$ cat config.mk
export PLATFORM = sky130hd
export DESIGN_NAME = pwm_phase_steer
export DESIGN_NICKNAME = d
export VERILOG_FILES = /design/src/rtl/pwm_steer_pkg.sv /design/src/rtl/phase_selector.sv /design/src/rtl/trip_blanker.sv /design/src/rtl/pwm_out_stage.sv /design/src/rtl/pwm_phase_steer.sv
export SDC_FILE = /design/constraint.sdc
export NUM_CORES = 1
export LEC_CHECK = 0
export BUFFER_PORTS_ARGS = -buffer_cell sky130_fd_sc_hd__buf_2
export CORE_AREA = 2 2 39 41
export CTS_CLUSTER_SIZE = 24
export DETAILED_ROUTE_END_ITERATION = 10
export DIE_AREA = 0 0 41 43
export GPL_TIMING_DRIVEN = 0
export REMOVE_ABC_BUFFERS = 1
export SYNTH_ARGS = -nofsm -noshare
export SYNTH_HDL_FRONTEND = slang
export SYNTH_SLANG_ARGS = --single-unit
export TNS_END_PERCENT = 5
$ cat constraint.sdc
create_clock -name clk -period 2.3 [get_ports clk]
set_input_delay 0.345 -clock clk [delete_from_list [all_inputs] [get_ports clk]]
set_output_delay 0.345 -clock clk [all_outputs]
set_load 0.01 [all_outputs]
$ cat src/rtl/pwm_steer_pkg.sv
package pwm_steer_pkg;

    typedef enum logic {
        PH_A = 1'b0,
        PH_B = 1'b1
    } phase_t;

    localparam int unsigned NUM_PHASES = 2;

    typedef logic [NUM_PHASES-1:0] pwm_vec_t;

    function automatic phase_t phase_flip(phase_t p);
        return (p == PH_A) ? PH_B : PH_A;
    endfunction

    function automatic logic phase_match(phase_t p, int unsigned idx);
        return (int'(p) == idx);
    endfunction

endpackage

$ cat src/rtl/phase_selector.sv
module phase_selector
    import pwm_steer_pkg::*;
(
    input  logic   clk,
    input  logic   rst,
    input  logic   osc_evt,
    output phase_t sel_q
);

    always_ff @(posedge clk) begin
        if (rst)
            sel_q <= PH_A;
        else if (osc_evt)
            sel_q <= phase_flip(sel_q);
    end

    // every event inverts the selection
    p_toggle_r3: assert property (@(posedge clk) disable iff (rst)
        osc_evt |=> (sel_q != $past(sel_q)));

    // without an event the selection holds, trips included
    p_sel_hold_r7: assert property (@(posedge clk) disable iff (rst)
        !osc_evt |=> $stable(sel_q));

endmodule

$ cat src/rtl/trip_blanker.sv
module trip_blanker #(
    parameter int unsigned BLANK_W = 4
) (
    input  logic               clk,
    input  logic               rst,
    input  logic               start,
    input  logic [BLANK_W-1:0] len,
    input  logic               trip_in,
    output logic               trip_ok
);

    logic [BLANK_W-1:0] cnt_q;

    always_ff @(posedge clk) begin
        if (rst)
            cnt_q <= '0;
        else if (start)
            cnt_q <= len;
        else if (cnt_q != '0)
            cnt_q <= cnt_q - 1'b1;
    end

    assign trip_ok = trip_in && (cnt_q == '0);

    // a nonzero window masks the trip on the first edge after start
    p_blank_mask_r8: assert property (@(posedge clk) disable iff (rst)
        (start && (len != '0)) |=> !trip_ok);

    // a zero window passes the trip straight through
    p_blank_zero_r8: assert property (@(posedge clk) disable iff (rst)
        (start && (len == '0)) |=> (trip_ok == trip_in));

endmodule

$ cat src/rtl/pwm_out_stage.sv
module pwm_out_stage
    import pwm_steer_pkg::*;
(
    input  logic     clk,
    input  logic     rst,
    input  logic     osc_evt,
    input  phase_t   fire_ph,
    input  logic     trip_ok,
    output pwm_vec_t pwm_q
);

    for (genvar i = 0; i < NUM_PHASES; i++) begin : g_phase
        always_ff @(posedge clk) begin
            if (rst)
                pwm_q[i] <= 1'b0;
            else if (osc_evt)
                pwm_q[i] <= phase_match(fire_ph, i);
            else if (trip_ok)
                pwm_q[i] <= 1'b0;
        end
    end

    // the outputs never overlap
    p_no_overlap_r5: assert property (@(posedge clk) disable iff (rst)
        $countones(pwm_q) <= 1);

    // after an event exactly one output is high
    p_event_on_r2: assert property (@(posedge clk) disable iff (rst)
        osc_evt |=> $onehot0(pwm_q) && (pwm_q != '0));

    // an unmasked trip with no event clears the outputs
    p_trip_clear_r4: assert property (@(posedge clk) disable iff (rst)
        (!osc_evt && trip_ok) |=> (pwm_q == '0));

    // idle outputs stay idle until an event
    p_idle_hold_r7: assert property (@(posedge clk) disable iff (rst)
        (!osc_evt && (pwm_q == '0)) |=> (pwm_q == '0));

    // without event or trip an output holds its level
    p_hold_r6: assert property (@(posedge clk) disable iff (rst)
        (!osc_evt && !trip_ok) |=> $stable(pwm_q));

endmodule

$ cat src/rtl/pwm_phase_steer.sv
module pwm_phase_steer
    import pwm_steer_pkg::*;
#(
    parameter int unsigned BLANK_W = 4
) (
    input  logic               clk,
    input  logic               rst,
    input  logic               osc_evt,
    input  logic               cs_trip,
    input  logic [BLANK_W-1:0] blank_len,
    output logic               pwm_a,
    output logic               pwm_b,
    output logic               next_phase
);

    phase_t   sel;
    logic     trip_ok;
    pwm_vec_t pwm_q;

    phase_selector u_sel (
        .clk     (clk),
        .rst     (rst),
        .osc_evt (osc_evt),
        .sel_q   (sel)
    );

    trip_blanker #(.BLANK_W(BLANK_W)) u_blank (
        .clk     (clk),
        .rst     (rst),
        .start   (osc_evt),
        .len     (blank_len),
        .trip_in (cs_trip),
        .trip_ok (trip_ok)
    );

    pwm_out_stage u_out (
        .clk     (clk),
        .rst     (rst),
        .osc_evt (osc_evt),
        .fire_ph (sel),
        .trip_ok (trip_ok),
        .pwm_q   (pwm_q)
    );

    assign pwm_a      = pwm_q[int'(PH_A)];
    assign pwm_b      = pwm_q[int'(PH_B)];
    assign next_phase = logic'(sel);

    // an event beats a coincident trip
    p_event_wins_r9: assert property (@(posedge clk) disable iff (rst)
        (osc_evt && cs_trip) |=> (pwm_a || pwm_b));

    // reset leaves the block idle with phase A next
    p_reset_r1: assert property (@(posedge clk)
        rst |=> (!pwm_a && !pwm_b && !next_phase));

endmodule

## Word level (Yosys, flattened, before mapping)

Index checks and enable logic that the tools add are counted.

| word-level totals | value |
|---|---|
| bits in registers | 7 |
| logic and storage cells | 17 |
| output and inout bits | 3 |
| input bits | 8 |

| cells by class | value |
|---|---|
| $add $sub $neg | 1 |
| reductions and logical operators | 5 |
| bitwise operators | 1 |
| muxes and demuxes | 6 |

Operators with widths:

| operator | number |
|---|---|
| $mux W4 | 2 |
| $logic_not A4 Y1 | 1 |
| $mux W1 | 4 |
| $reduce_bool A2 Y1 | 2 |
| $reduce_bool A4 Y1 | 1 |
| $sub A4 B1 Y4 const B | 1 |
| $logic_and A1 B1 Y1 | 1 |
| $not A1 Y1 | 1 |

## Longest topological paths before layout

| logic depth | value |
|---|---|
| depth in word-level cells | 4 |
| mapped depth | 5 |
| gate-level depth less buffers | 5 |

## By module

Synthesis repeated with hierarchy kept, for this count alone.

| second synthesis, totals | value |
|---|---|
| cell total of the unflattened synthesis | 36 |
| area total of the unflattened synthesis | 344.1 um2 |

By module, submodules not included:

| module | instances | cells each | area an instance (um2) | seq. area each (um2) |
|---|---|---|---|---|
| trip_blanker | 1 | 25 | 232.7 | 80.1 |
| pwm_out_stage | 1 | 8 | 78.8 | 40.0 |
| phase_selector | 1 | 3 | 32.5 | 20.0 |

## Least setup slack after synthesis

OpenSTA, ideal clock, no wires.

| timing | value |
|---|---|
| path kind | flip-flop to flip-flop |
| start point | register u_blank.cnt_q[0] |
| end point | register u_blank.cnt_q[1] |
| data arrival time | 1361 ps |
| path slack | 873 ps |
| cell stages (with the launch flop) | 6 |
| clock period less this slack | 1427 ps |
| library setup time | 67 ps |
| buffers on the path | 0 |
| data required time | 2233 ps |
| cells stage by stage | dfxtp_1 > inv_1 > ha_1 > or3b_4 > a211o_1 > a21oi_2 |

| on the way | value |
|---|---|
| word-level cells in the longest chain between the ends | 3 |
| elaborated cells between the ends (all ways) | 5 |
| those cells by class | add/sub: 1; mux: 2; reduce/logical: 2 |

Ends and longest elaborated chain:

| item | RTL line | source |
|---|---|---|
| start: declaration | trip_blanker.sv:12 | `logic [BLANK_W-1:0] cnt_q;` |
| start signal: assignment | trip_blanker.sv:18 | `cnt_q <= len;` |
| start signal: assignment | trip_blanker.sv:20 | `cnt_q <= cnt_q - 1'b1;` |
| $sub A4 B1 Y4 | trip_blanker.sv:20 |  |
| $mux W4 | trip_blanker.sv:19 | `else if (cnt_q != '0)` |
| $mux W4 | trip_blanker.sv:17 | `else if (start)` |

Parallel ways exist; a longest one is shown, timed or not. The select of a mux whose other input is x is not followed.
A chain may end at the register's enable or synchronous reset.

## Worst setup path in the final report

Same ends and word-level chain as after synthesis.

==> impl_metrics.toml <==
[placement]
gp_congestion = 0.683
placedInstanceArea_um2 = 432
portBuffers = 10

[floorplan]
placementRows = 14
ios = 11
die_h_um = 43
die_w_um = 41
start_util_pct = 26.7
core_area_um2 = 1380
fp.dieArea_um2 = 1760

[routing]
drtIter0Drc = 2
drtAntennaViolNets = 0
vias_per_cell = 4.66
wl_per_cell_um = 9.77
vias = 326
wirelength_um = 684
drt-pass1-iter-count = 2
drc = 0

[yosys]
ys_seq_elements = 7
yosysWarnings = 0
yosysUniqueCellTypes = 20
syn_inst = 42
synth_area_um2 = 369
avgSynthCellArea_um2 = 8.79
seq_area_frac_synth_pct = 38.0

[flow_run]
maxCapViolations = 0

[setup_path]
crit_family = "compound AO/OA/AOI/OAI gates"
setup.worst_path.end_class = "flip-flop"
crit_fanout = 4
critical_path_class = "reg -> reg"
crit_path_start_kind = "flip-flop"
cpMaxStageDelayCell = "or3b_4"
critical_path.cell_chain = "inv_1 -> ha_1 -> or3b_4 -> a211o_1 -> a21oi_2"
path_buf_inv = 1
cp_slowest_stage_delay_ps = 410
cp.arrival_ps = 1700
worstPathRequired_ps = 2490

[layout]
area.growth.synth_to_final_pct = 24.1
final_nets = 65
stdcell_area_um2 = 458
layout-drive-gt1-share_pct = 31.5
final_common_cell = "buf_2"
antenna_cells = 0
layout_common_cells = "10 x buf_2, 7 x dfxtp_1, 5 x nand2_1, 5 x a21oi_1"

[clock_network]
cts-htree-levels = 1
clock-sinks = 7
clockBufferDepth = 2
cts_root_buf = "clkbuf_4"
ctsHoldBuffers = 0
numCtsBuffers = 3
post_cts_resized = 0
clock_latency_ps = 250
clk_pin_slew_ps = 60
cts_tree = "yes"
postCtsSetupBuffers = 0

[grt]
grt_pass1_vias = 292
grt_use_total_pct = 10.1
grt_pass1_wl_um = 1130
antenna_found_initial = 0
grt_max_degree = 15
grt_remaining_overflow = 0

[sta]
max_slew.worst_pin.slew_ps = 276
rsz0062_at_grt = "no"
fin_crit_sh_pct = 65.7
skew_ps = 0.402
fin_hold_ws_ps = 345
maxSlewViolCount = 0
tns_ps = 0
post-route-min-period_ps = 1510
fmax_mhz = 661
hold_viol = 0
slew_headroom_pct = 81.4
setup_viol = 0

[power_and_ir_drop]
leakage_nw = 0.202
pwr-share-comb_pct = 22.2
p_sw_mw = 0.0911
finalPower_mw = 0.330
p_clk_share_pct = 34.7
vdd_drop_max_uv = 218
powerDensity_nw_per_um2 = 721
p_int_mw = 0.239
p_sw_share_pct = 27.6
seqPwrFrac_pct = 43.0

[status]
outcome = "completed"

[min_path]
hp-class = "in -> reg"
-- power by group through the flow --
stage | Clock [mW] | Combinational (mW) | Sequential [mW]
after detailed placement | 0 | 0.0742 | 0.145
after global placement | 0 | 0.0731 | 0.145
final | 0.115 | 0.0734 | 0.142
after global routing | 0.131 | 0.0826 | 0.144
after CTS | 0.119 | 0.0744 | 0.142
after floorplan | 0 | 0.0522 | 0.145
-- cells in the mapped netlist --
cell type  number  area [um2]
dfxtp_1         7         140
a21oi_1         5        25.0
o21a_1          1        7.51
mux2_2          1        11.3
a21oi_2         1        8.76
a211o_1         1        8.76
nand3b_1        3        22.5
or4bb_2         1        12.5
ha_1            2        25.0
nand2_1         5        18.8
nor3_1          2        10.0
nor4b_1         1        8.76
nand2b_1        2        12.5
o221ai_1        1        8.76
nor2_1          1        3.75
clkbuf_1        2        7.51
or3b_4          1        11.3
xor2_1          1        8.76
inv_1           3        11.3
or3_1           1        6.26
-- layout make-up --
class	count	area, um2
clock buffer	4	26.3
timing repair buffer	10	50.0
inverter	3	11.3
sequential	7	140
tap	16	20.0
fill	151	926
multi-input combinational	30	210
-- cell families (layout without fill, tap and decap cells) --
kind of cell	after synthesis	after routing	synth area share (%)
simple gates	17	17	28.8
xor+xnor	1	1	2.37
fa+ha+maj	2	2	6.78
flops	7	7	38.0
compound gates	9	9	15.9
mux	1	1	3.05
buf+inv	5	17	5.09
-- per-layer routing --
metal | wire length [um] | GRT usage (%)
met5 | 0 | 0
met4 | 14 | 10.0
met3 | 43 | 4.71
met2 | 303 | 13.1
met1 | 323 | 11.3
-- metrics by stage --
stage	cells	worst slack [ps]	utilization, %
after floorplan	40	873	-
after global placement	66	794	31.2
after detailed placement	66	796	31.2
after CTS	70	785	33.1
after global routing	70	706	33.1
final	70	788	33.1
-- state kept, by name (all words and copies together), names as in the netlist --
name and cells:
u_blank.cnt_q 4, u_sel.sel_q 1, u_out.pwm_q 2
-- worst reg2reg max path, cell delays in order, from the launching register on --
cell     delay [ps]
dfxtp_1         320
inv_1            90
ha_1            190
or3b_4          410
a211o_1         310
a21oi_2         120
-- worst paths after layout --
kind	cells after the start	start	slack, ps	endpoint
setup / recovery	5	u_blank.cnt_q[0]	790	u_blank.cnt_q[1]
hold / removal	3	blank_len[2]	350	u_blank.cnt_q[2]
setup reg to reg	5	u_blank.cnt_q[0]	790	u_blank.cnt_q[1]
hold reg to reg	2	u_out.pwm_q[1]	490	u_out.pwm_q[1]
No activity file was read; power rests on OpenSTA's default activity.
